**config.mk**
```make
export PLATFORM = sky130hd
export DESIGN_NAME = e1_slot_substituter
export DESIGN_NICKNAME = d
export VERILOG_FILES = /design/src/rtl/e1sub_pkg.sv /design/src/rtl/e1sub_position.sv /design/src/rtl/e1sub_cfg.sv /design/src/rtl/e1sub_slot_hold.sv /design/src/rtl/e1sub_out.sv /design/src/rtl/e1_slot_substituter.sv
export SDC_FILE = /design/constraint.sdc
export NUM_CORES = 1
export LEC_CHECK = 0
export CAP_MARGIN = 20
export CORE_MARGIN = 10
export CORE_UTILIZATION = 40
export DETAILED_ROUTE_END_ITERATION = 10
export GPL_TIMING_DRIVEN = 0
export PLACE_DENSITY = 0.66
export SLEW_MARGIN = 30
export SYNTH_ARGS = -nofsm -noshare
export SYNTH_HDL_FRONTEND = slang
export SYNTH_SLANG_ARGS = --single-unit
```
**constraint.sdc**
```tcl
create_clock -name clk -period 2.4 [get_ports clk]
set_input_delay 0.6 -clock clk [delete_from_list [all_inputs] [get_ports clk]]
set_output_delay 0.6 -clock clk [all_outputs]
set_load 0.005 [all_outputs]
```
**src/rtl/e1sub_pkg.sv**
```systemverilog
package e1sub_pkg;

   localparam int CODE_W = 8;
   localparam int REG_W  = 8;

   typedef struct packed {
      logic              sel;
      logic              loop;
      logic [CODE_W-1:0] code;
   } slot_cfg_t;

endpackage

```
**src/rtl/e1sub_position.sv**
```systemverilog
module e1sub_position #(
   parameter int SLOTS     = 32,
   parameter int SLOT_BITS = 8,
   localparam int SLOT_W   = $clog2(SLOTS),
   localparam int BIT_W    = $clog2(SLOT_BITS)
) (
   input  logic              clk,
   input  logic              rst_n,
   input  logic              fsync,
   output logic [SLOT_W-1:0] cur_slot,
   output logic [BIT_W-1:0]  cur_bit,
   output logic              slot_start
);

   localparam logic [SLOT_W-1:0] LAST_SLOT = SLOT_W'(SLOTS - 1);
   localparam logic [BIT_W-1:0]  LAST_BIT  = BIT_W'(SLOT_BITS - 1);

   logic [SLOT_W-1:0] slot_q;
   logic [BIT_W-1:0]  bit_q;

   always_comb begin
      cur_slot   = fsync ? '0 : slot_q;
      cur_bit    = fsync ? '0 : bit_q;
      slot_start = (cur_bit == '0);
   end

   always_ff @(posedge clk or negedge rst_n) begin
      if (!rst_n) begin
         slot_q <= '0;
         bit_q  <= '0;
      end else if (cur_bit == LAST_BIT) begin
         bit_q  <= '0;
         slot_q <= (cur_slot == LAST_SLOT) ? '0 : cur_slot + 1'b1;
      end else begin
         bit_q  <= cur_bit + 1'b1;
         slot_q <= cur_slot;
      end
   end

endmodule

```
**src/rtl/e1sub_cfg.sv**
```systemverilog
module e1sub_cfg
   import e1sub_pkg::*;
#(
   parameter int                SLOTS      = 32,
   parameter int                ADDR_W     = 8,
   parameter int                MASK_BASE  = 'h26,
   parameter int                CODE_ADDR  = 'h2A,
   parameter int                MODE_ADDR  = 'h2B,
   parameter logic [CODE_W-1:0] CODE_RESET = 8'hD5,
   localparam int               MASK_REGS  = SLOTS / REG_W
) (
   input  logic              clk,
   input  logic              rst_n,
   input  logic              wr_en,
   input  logic [ADDR_W-1:0] wr_addr,
   input  logic [REG_W-1:0]  wr_data,
   output logic [SLOTS-1:0]  mask_stage,
   output logic [CODE_W-1:0] code_stage,
   output logic              loop_stage
);

   logic unused_bits;
   assign unused_bits = ^wr_data[REG_W-1:1];

   for (genvar g = 0; g < MASK_REGS; g++) begin : g_mask_byte
      always_ff @(posedge clk or negedge rst_n) begin
         if (!rst_n)
            mask_stage[g*REG_W +: REG_W] <= '0;
         else if (wr_en && wr_addr == ADDR_W'(MASK_BASE + g))
            mask_stage[g*REG_W +: REG_W] <= wr_data;
      end
   end

   always_ff @(posedge clk or negedge rst_n) begin
      if (!rst_n) begin
         code_stage <= CODE_RESET;
         loop_stage <= 1'b0;
      end else if (wr_en) begin
         if (wr_addr == ADDR_W'(CODE_ADDR)) code_stage <= wr_data[CODE_W-1:0];
         if (wr_addr == ADDR_W'(MODE_ADDR)) loop_stage <= wr_data[0];
      end
   end

endmodule

```
**src/rtl/e1sub_slot_hold.sv**
```systemverilog
module e1sub_slot_hold
   import e1sub_pkg::*;
#(
   parameter int SLOTS   = 32,
   localparam int SLOT_W = $clog2(SLOTS)
) (
   input  logic              clk,
   input  logic              rst_n,
   input  logic              slot_start,
   input  logic [SLOT_W-1:0] cur_slot,
   input  logic [SLOTS-1:0]  mask_stage,
   input  logic [CODE_W-1:0] code_stage,
   input  logic              loop_stage,
   output slot_cfg_t         slot_eff
);

   slot_cfg_t fresh;
   slot_cfg_t held_q;

   always_comb begin
      fresh.sel  = mask_stage[cur_slot];
      fresh.loop = loop_stage;
      fresh.code = code_stage;
      slot_eff   = slot_start ? fresh : held_q;
   end

   always_ff @(posedge clk or negedge rst_n) begin
      if (!rst_n)          held_q <= '0;
      else if (slot_start) held_q <= fresh;
   end

endmodule

```
**src/rtl/e1sub_out.sv**
```systemverilog
module e1sub_out
   import e1sub_pkg::*;
#(
   parameter int SLOT_BITS = 8,
   localparam int BIT_W    = $clog2(SLOT_BITS)
) (
   input  logic             clk,
   input  logic             rst_n,
   input  slot_cfg_t        slot_eff,
   input  logic [BIT_W-1:0] cur_bit,
   input  logic             bp_data,
   input  logic             rx_data,
   output logic             line_data
);

   logic [BIT_W-1:0] code_idx;
   logic             nxt;

   always_comb begin
      code_idx = BIT_W'(SLOT_BITS - 1) - cur_bit;
      if (!slot_eff.sel)      nxt = bp_data;
      else if (slot_eff.loop) nxt = rx_data;
      else                    nxt = slot_eff.code[code_idx];
   end

   always_ff @(posedge clk or negedge rst_n) begin
      if (!rst_n) line_data <= 1'b0;
      else        line_data <= nxt;
   end

endmodule

```
**src/rtl/e1_slot_substituter.sv**
```systemverilog
module e1_slot_substituter
   import e1sub_pkg::*;
#(
   parameter int                SLOTS      = 32,
   parameter int                SLOT_BITS  = 8,
   parameter int                ADDR_W     = 8,
   parameter int                MASK_BASE  = 'h26,
   parameter int                CODE_ADDR  = 'h2A,
   parameter int                MODE_ADDR  = 'h2B,
   parameter logic [CODE_W-1:0] CODE_RESET = 8'hD5
) (
   input  logic              clk,
   input  logic              rst_n,
   input  logic              fsync,
   input  logic              bp_data,
   input  logic              rx_data,
   input  logic              wr_en,
   input  logic [ADDR_W-1:0] wr_addr,
   input  logic [REG_W-1:0]  wr_data,
   output logic              line_data
);

   localparam int SLOT_W    = $clog2(SLOTS);
   localparam int BIT_W     = $clog2(SLOT_BITS);
   localparam int MASK_REGS = SLOTS / REG_W;

   if (SLOTS % REG_W != 0 || SLOTS < REG_W) begin : g_bad_slots
      $error("SLOTS must be a nonzero multiple of the register width");
   end
   if (SLOT_BITS != CODE_W) begin : g_bad_bits
      $error("SLOT_BITS must equal the fill code width");
   end
   if (CODE_ADDR >= MASK_BASE && CODE_ADDR < MASK_BASE + MASK_REGS) begin : g_bad_code
      $error("fill code address overlaps the mask bytes");
   end
   if (MODE_ADDR >= MASK_BASE && MODE_ADDR < MASK_BASE + MASK_REGS) begin : g_bad_mode
      $error("mode address overlaps the mask bytes");
   end
   if (MASK_BASE + MASK_REGS > (1 << ADDR_W)) begin : g_bad_addr
      $error("mask bytes do not fit in the address space");
   end

   logic [SLOT_W-1:0] cur_slot;
   logic [BIT_W-1:0]  cur_bit;
   logic              slot_start;
   logic [SLOTS-1:0]  mask_stage;
   logic [CODE_W-1:0] code_stage;
   logic              loop_stage;
   slot_cfg_t         slot_eff;

   e1sub_position #(.SLOTS(SLOTS), .SLOT_BITS(SLOT_BITS)) u_pos (
      .clk(clk), .rst_n(rst_n), .fsync(fsync),
      .cur_slot(cur_slot), .cur_bit(cur_bit), .slot_start(slot_start)
   );

   e1sub_cfg #(
      .SLOTS(SLOTS), .ADDR_W(ADDR_W), .MASK_BASE(MASK_BASE),
      .CODE_ADDR(CODE_ADDR), .MODE_ADDR(MODE_ADDR), .CODE_RESET(CODE_RESET)
   ) u_cfg (
      .clk(clk), .rst_n(rst_n), .wr_en(wr_en), .wr_addr(wr_addr), .wr_data(wr_data),
      .mask_stage(mask_stage), .code_stage(code_stage), .loop_stage(loop_stage)
   );

   e1sub_slot_hold #(.SLOTS(SLOTS)) u_hold (
      .clk(clk), .rst_n(rst_n), .slot_start(slot_start), .cur_slot(cur_slot),
      .mask_stage(mask_stage), .code_stage(code_stage), .loop_stage(loop_stage),
      .slot_eff(slot_eff)
   );

   e1sub_out #(.SLOT_BITS(SLOT_BITS)) u_out (
      .clk(clk), .rst_n(rst_n), .slot_eff(slot_eff), .cur_bit(cur_bit),
      .bp_data(bp_data), .rx_data(rx_data), .line_data(line_data)
   );

endmodule

```
After elaboration in Yosys (flattened, before gate mapping)
Index checks and enable logic that the tools add are counted.
{"block": "op_classes", "n_eq_ne": 8, "n_addsub": 3, "magnitude_cmp": 2, "muxes": 12, "reduce_logical": 7}
{"op": "equality test 8 x 6 -> 1 bit, second input constant", "count": 6}
{"op": "two-way mux 5 bit", "count": 3}
{"op": "two-way mux 10 bit", "count": 1}
{"op": "less-than comparator 5 x 6 -> 1 bit, second input constant", "count": 1}
{"op": "two-way mux 3 bit", "count": 2}
{"op": "adder 5 x 1 -> 5 bit, second input constant", "count": 1}
{"op": "binary-select mux 1 bit (select 5 bit)", "count": 1}
{"op": "equality test 5 bit, second input constant", "count": 1}
{"op": "logical AND 1 bit", "count": 4}
{"op": "less-than comparator 3 x 4 -> 1 bit, second input constant", "count": 1}
{"op": "two-way mux 1 bit", "count": 4}
{"op": "AND reduction 2 bit", "count": 2}
{"op": "adder 3 x 1 -> 3 bit, second input constant", "count": 1}
{"op": "binary-select mux 1 bit (select 3 bit)", "count": 1}
{"op": "equality test 3 bit, second input constant", "count": 1}
{"op": "zero test 3 bit", "count": 1}
{"op": "subtractor 3 bit, first input constant", "count": 1}
{"block": "totals", "wordCells": 44, "ff_bits": 60, "out_inout_bits": 1}

Logic depth before layout (Yosys ltp)
Gate-level depths: netlist (run 1).
{"block": "logic_depth", "depth_word": 8, "mapped_depth": 11, "ltp_nobuf": 10}

Modules after synthesis
From an unflattened synthesis (run 1), not the netlist that was laid out.
{"block": "hier_totals", "hier_cells": 207, "hier_area_um2": 2911.5}
{"module": "e1sub_cfg", "seq_area_each_um2": 1032.2, "area_per_inst_um2": 1657.8, "instances": 1, "cells_each": 95}
{"module": "e1sub_slot_hold", "seq_area_each_um2": 250.2, "area_per_inst_um2": 686.9, "instances": 1, "cells_each": 62}
{"module": "e1sub_position", "seq_area_each_um2": 200.2, "area_per_inst_um2": 441.7, "instances": 1, "cells_each": 39}
{"module": "e1sub_out", "seq_area_each_um2": 25.0, "area_per_inst_um2": 125.1, "instances": 1, "cells_each": 11}

Worst setup path before layout (run 1)
OpenSTA, ideal clock, no wires.
{"block": "synth_path", "path_kind": "input -> register", "from": "in fsync", "to": "reg u_out.line_data", "setup_ns": 0.129, "required_ns": 2.271, "t_arrival_ns": 2.343, "path_slack_ns": -0.072, "cell_stages": 10, "path_cell_list": "buf_6 > clkbuf_1 > nor2_1 > inv_1 > ha_1 > o21ai_2 > mux2_2 > o21a_1 > o221ai_1 > mux2i_1"}
{"item": "from (decl)", "line_no": "e1_slot_substituter.sv:14", "text": "input logic fsync,"}
{"item": "to (signal assigned)", "line_no": "e1sub_out.sv:28", "text": "else line_data <= nxt;"}
{"item": "to (decl)", "line_no": "e1sub_out.sv:13", "text": "output logic line_data"}

==> flow_metrics.env, run 1 <==
export IMPL_core_area_mm2=0.00721
export IMPL_crit_start="fsync"
export IMPL_cp_end_kind="flop"
export IMPL_pre_cts_slack_ps=-369
export IMPL_wl_um=6140
export IMPL_status="finished, final reports clean"
export IMPL_ys_types=43
export IMPL_relSlewSlack_pct=59.0
export IMPL_async_reset_ff_share_pct=100
export IMPL_rsz0062_at_grt="no"
export IMPL_timing_critical_path_buf_inv=3
export IMPL_regToRegEndpoint="u_out.line_data"
export IMPL_tightest_slew_ps=610
export IMPL_layout_worst_path_cycle_share_pct=93.8
export IMPL_grt_ovfl_total=0
export IMPL_viasPerCell=5.21
export IMPL_cp_slowest_stage_delay_ps=400
export IMPL_crit_family="multiplexers"
export IMPL_ys_warnings_count=0
export IMPL_ir_worst_vdd_mv=0.484
export IMPL_gp_congestion=0.843
export IMPL_cts_max_level=3
export IMPL_vias=1934
export IMPL_clkSinkCount=60
export IMPL_cp_required_ps=2610
export IMPL_grt_antenna_before_repair=0
export IMPL_hpwl_um=4530
export IMPL_syn_area_mm2=0.00294
export IMPL_cts_clk_slew_worst_paths_ps=70
export IMPL_yosys_area_top_type="dfrtp_1"
export IMPL_fillCellCount=667
export IMPL_drv_slew=0
export IMPL_drive_gt1_share_pct=36.4
export IMPL_timing_final_ws_setup_ps=149
export IMPL_avgSynthCellArea_um2=12.8
export IMPL_rows=31
export IMPL_hold_buffers=0
export IMPL_p_per_area_mw_per_mm2=604
export IMPL_drt_first_pass_iters=4
export IMPL_startpoint_type="primary input"
export IMPL_grt_max_degree=43
export IMPL_skew_ps=7.35
export IMPL_grt_usage_pct=11.7
export IMPL_syn_nets=256
export IMPL_critPathArrivalTime_ps=2460
export IMPL_yosys_top_cells_area="dfrtp_1, mux2_2, dfstp_2"
export IMPL_layout_min_cycle_time_ps=2250
export IMPL_start_util_pct=40.8
export IMPL_tritoncts="yes"
export IMPL_cts_buffers_inserted=9
export IMPL_clock_root_buffer="clkbuf_8"
export IMPL_insertion_delay_ps=330
export IMPL_path_cells="buf_6, clkbuf_2, nor2_1, inv_1, ha_2, o21ai_4, mux2_2, o21a_1, o221ai_1, mux2i_1"
export IMPL_setup_viol=0
export IMPL_max_freq_ghz=0.444
export IMPL_hp_class="in2async"
export IMPL_mostFrequentLayoutCells="dfrtp_1, mux2_2, clkdlybuf4s50_1, nor2_1, nand2_1"
export IMPL_synth_top_flop_cell="dfrtp_1"
export IMPL_portBuffers=20
export IMPL_post_route_util_pct=48.9
export IMPL_routedWlPerCell_um=16.5
export IMPL_crit_path_max_fanout=10
export IMPL_hold_violations=0
export IMPL_dieArea_mm2=0.0112
export IMPL_fin_nets=294
export IMPL_synthToLayoutAreaGrowth_pct=19.8
export IMPL_worst_path_max_delay_cell="mux2_2"
export IMPL_die_w_um=106
export IMPL_post_synth_top_area_fraction_pct=46.8
export IMPL_finalSetupTns_ps=0
export IMPL_drtIter0Drc=110
export IMPL_synth_edf_count=0
export IMPL_reg2reg_slack_ps=210
export IMPL_timing_rr_start="u_pos.bit_q[0]"
export IMPL_syn_inst=229
export IMPL_critical_path_class="in2reg"
export IMPL_p_leak_nw=1.64
export IMPL_ios=23
export IMPL_holdWs_ps=136
export IMPL_cap_violations=0
export IMPL_final_common_cell="dfrtp_1"
export IMPL_clockBufferDepth=2
export IMPL_die_height_um=106
export IMPL_diodes=0
export IMPL_drc=0
export IMPL_first_global_vias=2014
export IMPL_ys_ff_latch=60
export IMPL_rr_worst_depth=9
export IMPL_ant_nets=0
export IMPL_grt_pass1_wl_um=10400
export IMPL_yosysSeqAreaShare_pct=51.3
[report_power, final]
part	total [mW]	switching, mW	internal [mW]
clock	0.788	0.392	0.395
combinational	0.246	0.116	0.130
sequential	1.10	0.0296	1.07
total	2.13	0.538	1.59
[synth_stat cells, drive strengths merged, types with 4 or more instances]
cell type,count
ha,5
inv,9
buf,6
mux2,52
dfstp,5
dfrtp,55
o21ai,5
a211oi,4
nand2,11
clkbuf,4
mux2i,11
nor2,12
a21oi,4
nand2b,5
nor2b,4
nor3,5
[flip-flops by register name (all words and copies together), names as in the netlist]
signal	count
u_hold.held_q	10
u_cfg.mask_stage	32
u_cfg.code_stage	8
u_cfg.loop_stage	1
u_pos.slot_q	5
u_out.line_data	1
u_pos.bit_q	3
[layout make-up]
type / instances / area [um^2] / share of cell area [%]
Timing Repair Buffer: 27 / 275 / 7.81
Clock inverter: 5 / 27.5 / 0.781
Clock buffer: 11 / 141 / 4.01
Multi-Input combinational cell: 150 / 1360 / 38.5
Sequential cell: 60 / 1510 / 42.8
Inverter: 9 / 33.8 / 0.958
Tap cell: 99 / 124 / 3.51
Buffer: 10 / 58.8 / 1.67
[cell families (layout without fill, tap and decap cells)]
logic type                 count (synthesis)  count (layout)  share of synthesized area [%]
buffers and inverters                     19              62                           3.10
muxes                                     66              66                           25.9
AOI/OAI and AO/OA                         26              26                           6.25
xor gates and xnor gates                   1               1                          0.298
adders and majority gates                  5               5                           2.13
DFF                                       60              60                           51.3
and+or+nand+nor                           52              52                           11.0
[how the worst max path moves through the flow]
| stage | endpoint | slack [ps] | cells past startpoint |
|---|---|---|---|
| floorplan | u_out.line_data | 30 | 10 |
| global placement | u_pos.bit_q[0] | -1150 | 1 |
| detailed placement | u_cfg.mask_stage[5] | -370 | 5 |
| CTS | u_out.line_data | 20 | 10 |
| global route | u_cfg.mask_stage[8] | 50 | 6 |
| finish | u_out.line_data | 150 | 10 |
[repair_timing]
action,4_1_cts,5_1_grt
gates resized for setup,0,3
pin swaps,1,0
setup buffers,1,5
endpoints found under the setup margin,8,1
[routing by layer]
layer | vias to the layer above | GRT usage (%) | part of all wire, %
met4 | 0 | 5.71 | 2.2
met3 | 12 | 3.29 | 4.0
met1 | 975 | 15.1 | 47
met5 | - | 0 | 0
li1 | 907 | - | -
met2 | 40 | 17.8 | 47
[metrics by stage]
stage	cell area [um^2]	total power, mW	cells
6_report	3520	2.13	371
5_1_grt	3520	2.24	371
4_1_cts	3480	2.13	366
3_5_place_dp	3290	1.34	349
3_3_place_gp	3280	1.33	348
2_1_floorplan	2950	1.23	229
Power figures use the tool's default switching activity.
==> inputs of run 2 (changes only) <==
--- a/config.mk
+++ b/config.mk
@@ -6,7 +6,6 @@
 export NUM_CORES = 1
 export LEC_CHECK = 0
 export CAP_MARGIN = 20
-export CORE_MARGIN = 10
 export CORE_UTILIZATION = 40
 export DETAILED_ROUTE_END_ITERATION = 10
 export GPL_TIMING_DRIVEN = 0
==> flow_metrics.env, run 2 (synthesis results as in run 1) <==
export IMPL_final_common_cell="dfrtp_1"
export IMPL_place_area_mm2=0.00329
export IMPL_core_area_mm2=0.00694
export IMPL_layout_min_cycle_time_ps=2260
export IMPL_start_util_pct=42.4
export IMPL_power_mw=2.26
export IMPL_largest_reg_flops=32
export IMPL_tightest_slew_ps=621
export IMPL_insertion_delay_ps=340
export IMPL_first_global_vias=1839
export IMPL_pre_cts_slack_ps=-397
export IMPL_ant_nets=0
export IMPL_drive_gt1_share_pct=36.5
export IMPL_vias=1912
export IMPL_wl_um=5880
export IMPL_ios=23
export IMPL_critPathArrivalTime_ps=2470
export IMPL_grt_pass1_wl_um=9480
export IMPL_dieArea_mm2=0.00770
export IMPL_grt_usage_pct=16.8
export IMPL_cp_required_ps=2610
export IMPL_p_per_area_mw_per_mm2=636
export IMPL_synthToLayoutAreaGrowth_pct=21.0
export IMPL_final_cell_area_mm2=0.00356
export IMPL_relSlewSlack_pct=58.3
export IMPL_layout_worst_path_cycle_share_pct=94.3
export IMPL_drc=0
export IMPL_cap_violations=0
export IMPL_skew_ps=10.5
export IMPL_place_inst=346
export IMPL_die_w_um=87.8
export IMPL_clock_root_buffer="clkbuf_8"
export IMPL_routedWlPerCell_um=16.0
export IMPL_diodes=0
export IMPL_reg_top3="u_cfg.mask_stage: 32 flops, u_hold.held_q: 10 flops, u_cfg.code_stage: 8 flops"
export IMPL_crit_path_max_fanout=10
export IMPL_final_cell_count_no_fill=367
export IMPL_clockBufferDepth=2
export IMPL_cts_clk_slew_worst_paths_ps=70
export IMPL_finalSetupTns_ps=0
export IMPL_rsz0062_at_grt="no"
export IMPL_startpoint_type="primary input"
export IMPL_drv_slew=0
export IMPL_largest_register="u_cfg.mask_stage"
export IMPL_hpwl_um=4240
export IMPL_mostFrequentLayoutCells="dfrtp_1, mux2_2, clkdlybuf4s50_1, nor2_1"
export IMPL_viasPerCell=5.21
export IMPL_timing_final_ws_setup_ps=138
export IMPL_portBuffers=20
export IMPL_grt_max_degree=41
export IMPL_cts_max_level=3
export IMPL_rows=30
export IMPL_gp_congestion=0.825
export IMPL_cp_end_kind="flop"
export IMPL_critical_path_class="in2reg"
export IMPL_holdWs_ps=144
export IMPL_post_route_util_pct=51.2
export IMPL_grt_ovfl_total=0
export IMPL_die_height_um=87.8
export IMPL_status="finished, final reports clean"
export IMPL_p_leak_nw=1.65
export IMPL_fin_nets=293
export IMPL_drtIter0Drc=115
export IMPL_setup_viol=0
export IMPL_ir_worst_vdd_mv=0.322
export IMPL_hp_class="in2async"
export IMPL_cts_buffers_inserted=9
export IMPL_drt_first_pass_iters=4
export IMPL_clkSinkCount=60
export IMPL_hold_violations=0
export IMPL_tritoncts="yes"
export IMPL_grt_antenna_before_repair=0
export IMPL_max_freq_ghz=0.442
[run 2: cell count changes in the layout (fill, tap and decap cells not counted)]
| cell | change |
|---|---|
| clkinvlp_4 | -1 |
| clkinv_2 | -2 |
| clkinv_4 | +1 |
| buf_4 | -1 |
| mux2i_2 | -1 |
| dfrtp_2 | +1 |
| clkbuf_8 | +1 |
| bufinv_16 | +1 |
| dfrtp_1 | -1 |
| mux2i_4 | +1 |
[run 2: timing repair]
item	4_1_cts	5_1_grt
resized for setup	1	4
buffers inserted	1	4
endpoints found under the setup margin	9	1
pin swaps	1	0
hold buffers	0	0
[run 2: final timing paths]
check                                startpoint              endpoint  slack [ps]  cells after the start
setup / recovery                          fsync       u_out.line_data         140                     10
hold / removal                            rst_n   u_cfg.code_stage[5]         140                      1
setup reg to reg                 u_pos.bit_q[0]       u_out.line_data         240                      9
hold reg to reg            u_cfg.mask_stage[13]  u_cfg.mask_stage[13]         500                      1
max in group asynchronous                 rst_n   u_cfg.code_stage[0]        1700                      2
min in group clk           u_cfg.mask_stage[13]  u_cfg.mask_stage[13]         500                      1
[run 2: worst max-delay path: stages]
cell and delay [ps]:
buf_6 120, clkbuf_2 190, nor2_1 180, inv_1 100, ha_2 240, o21ai_4 160
mux2_2 390, o21a_1 170, o221ai_1 210, mux2i_1 110
[run 2: power breakdown]
part	internal (mW)	total (mW)	leakage, nW	switching, mW
combinational	0.129	0.244	0.742	0.115
sequential	1.07	1.10	0.803	0.0308
clock	0.535	0.921	0.106	0.387
[run 2: metal layers]
layer,global-route usage [%],vias to the layer above,wire [um]
met3,4.52,9,215
met1,24.5,963,2830
met2,24.2,39,2740
li1,-,901,-
met5,0,-,0
met4,5.07,0,91
[run 2: cell type report]
cell class,count,area (um^2)
Clock inverter,4,48.8
Sequential cell,60,1510
Fill cell,629,3390
Inverter,9,33.8
Timing Repair Buffer,26,268
Clock buffer,12,155
Tap cell,96,120
Buffer,10,58.8
Multi-Input combinational cell,150,1370
==> inputs of run 3 (changes only) <==
==> constraint.sdc (replaced) <==
create_clock -name clk -period 2.8 [get_ports clk]
set_input_delay 0.7 -clock clk [delete_from_list [all_inputs] [get_ports clk]]
set_output_delay 0.7 -clock clk [all_outputs]
set_load 0.005 [all_outputs]
==> flow_metrics.env, run 3 (synthesis results as in run 1) <==
export IMPL_pwr_share_comb_pct=10.1
export IMPL_clockBufferDepth=2
export IMPL_fin_nets=288
export IMPL_cts_max_level=3
export IMPL_hold_buffers=0
export IMPL_timing_rr_start="u_pos.bit_q[0]"
export IMPL_power_switching_mw=0.429
export IMPL_multiInputGateArea_mm2=0.00135
export IMPL_power_frac_clock_pct=40.3
export IMPL_seq_area_mm2=0.00151
export IMPL_switching_share_pct=22.6
export IMPL_crit_path_max_fanout=10
export IMPL_insertion_delay_ps=330
export IMPL_relSlewSlack_pct=54.4
export IMPL_layout_min_cycle_time_ps=2610
export IMPL_drc=0
export IMPL_skew_ps=4.63
export IMPL_p_leak_nw=1.61
export IMPL_portBuffers=20
export IMPL_critPathArrivalTime_ps=2810
export IMPL_hold_violations=0
export IMPL_finalSetupTns_ps=0
export IMPL_clock_root_buffer="clkbuf_8"
export IMPL_drive_gt1_share_pct=33.6
export IMPL_core_area_mm2=0.00694
export IMPL_drt_first_pass_iters=4
export IMPL_first_global_vias=1806
export IMPL_routedWlPerCell_um=16.1
export IMPL_ant_nets=0
export IMPL_pwr_share_seq_pct=49.6
export IMPL_hp_class="in2async"
export IMPL_die_w_um=87.8
export IMPL_startpoint_type="primary input"
export IMPL_ir_worst_vdd_mv=0.251
export IMPL_ios=23
export IMPL_tightest_slew_ps=679
export IMPL_drv_slew=0
export IMPL_fillCellCount=624
export IMPL_grt_pass1_wl_um=9400
export IMPL_p_per_area_mw_per_mm2=545
export IMPL_setup_viol=0
export IMPL_cp_required_ps=3010
export IMPL_hpwl_um=4200
export IMPL_reg_top3="u_cfg.mask_stage: 32 flops, u_hold.held_q: 10 flops, u_cfg.code_stage: 8 flops"
export IMPL_viasPerCell=5.24
export IMPL_mostFrequentLayoutCells="dfrtp_1, mux2_2, clkdlybuf4s50_1, nor2_1"
export IMPL_rr_worst_depth=9
export IMPL_layout_worst_path_cycle_share_pct=93.1
export IMPL_internal_power_mw=1.47
export IMPL_grt_ovfl_total=0
export IMPL_cap_violations=0
export IMPL_dieArea_mm2=0.00770
export IMPL_diodes=0
export IMPL_grt_max_degree=32
export IMPL_largest_reg_flops=32
export IMPL_gp_congestion=0.812
export IMPL_largest_register="u_cfg.mask_stage"
export IMPL_rows=30
export IMPL_regToRegEndpoint="u_out.line_data"
export IMPL_clkSinkCount=60
export IMPL_final_common_cell="dfrtp_1"
export IMPL_wl_um=5810
export IMPL_tritoncts="yes"
export IMPL_drtIter0Drc=110
export IMPL_timing_final_ws_setup_ps=192
export IMPL_reg2reg_slack_ps=400
export IMPL_grt_antenna_before_repair=0
export IMPL_start_util_pct=42.4
export IMPL_cts_clk_slew_worst_paths_ps=70
export IMPL_synthToLayoutAreaGrowth_pct=18.2
export IMPL_pre_cts_slack_ps=-195
export IMPL_critical_path_class="in2reg"
export IMPL_status="finished, final reports clean"
export IMPL_grt_usage_pct=16.7
export IMPL_cts_buffers_inserted=9
export IMPL_vias=1890
export IMPL_cp_end_kind="flop"
export IMPL_max_freq_ghz=0.383
export IMPL_die_height_um=87.8
-- run 3: changes by cell type in the layout (fill, tap and decap cells not counted), sizes merged --
cell / delta
clkinv: -2
buf: -5
clkbuf: +1
-- run 3: what timing repair did --
action / in CTS / in global routing
setup endpoints to repair: 0 / 1
setup buffers: 0 / 0
gates resized for setup: 0 / 1
-- run 3: critical path, stage by stage --
cell and delay (ps):
buf_6 120, clkbuf_1 370, nor2_1 120, inv_1 120, ha_1 310, o21ai_2 250, mux2i_2 370, o211ai_1 150
o221ai_1 200, mux2i_1 100
-- run 3: layer usage --
metal	track usage (%)	vias to the layer above	share of wire [%]
met5	0	-	0
met4	4.92	0	1.0
met3	4.81	6	4.8
met2	24.3	44	44
met1	24.1	950	50
li1	-	890	-
-- run 3: power groups by stage --
| stage | combinational [mW] | sequential, mW | clock [mW] |
|---|---|---|---|
| 6_report | 0.192 | 0.940 | 0.763 |
| 5_1_grt | 0.209 | 0.944 | 0.813 |
| 4_1_cts | 0.192 | 0.939 | 0.787 |
| 3_5_place_dp | 0.192 | 0.954 | 0 |
| 2_1_floorplan | 0.109 | 0.947 | 0 |
| 3_3_place_gp | 0.186 | 0.954 | 0 |
-- run 3: worst max-delay path by stage --
| stage | startpoint | to | slack [ps] | cells past startpoint |
|---|---|---|---|---|
| after floorplan | fsync | u_out.line_data | 230 | 10 |
| after global placement | rst_n | u_cfg.code_stage[3] | -910 | 1 |
| after detailed placement | fsync | u_out.line_data | -200 | 10 |
| after CTS | fsync | u_out.line_data | 170 | 10 |
| after global routing | fsync | u_out.line_data | -2 | 10 |
| final | fsync | u_out.line_data | 190 | 10 |
-- run 3: through the flow --
stage	std cells	hold WS (ps)	util [%]	instance area (um^2)	total power, mW
floorplan	229	404	-	2940	1.06
CTS	361	292	50.0	3470	1.92
finish	361	298	50.1	3480	1.89
global route	361	318	50.1	3480	1.97
global placement	345	480	47.0	3260	1.14
detailed placement	346	489	47.2	3280	1.15
-- run 3: final cells by class --
cell class / instances / share of cell area [%]
timing repair buffer: 21 / 6.26
multi-input combinational: 150 / 38.7
buffer: 10 / 1.66
inverter: 9 / 0.972
clock buffer: 13 / 4.57
sequential: 60 / 43.4
clock inverter: 2 / 1.01
tap: 96 / 3.45
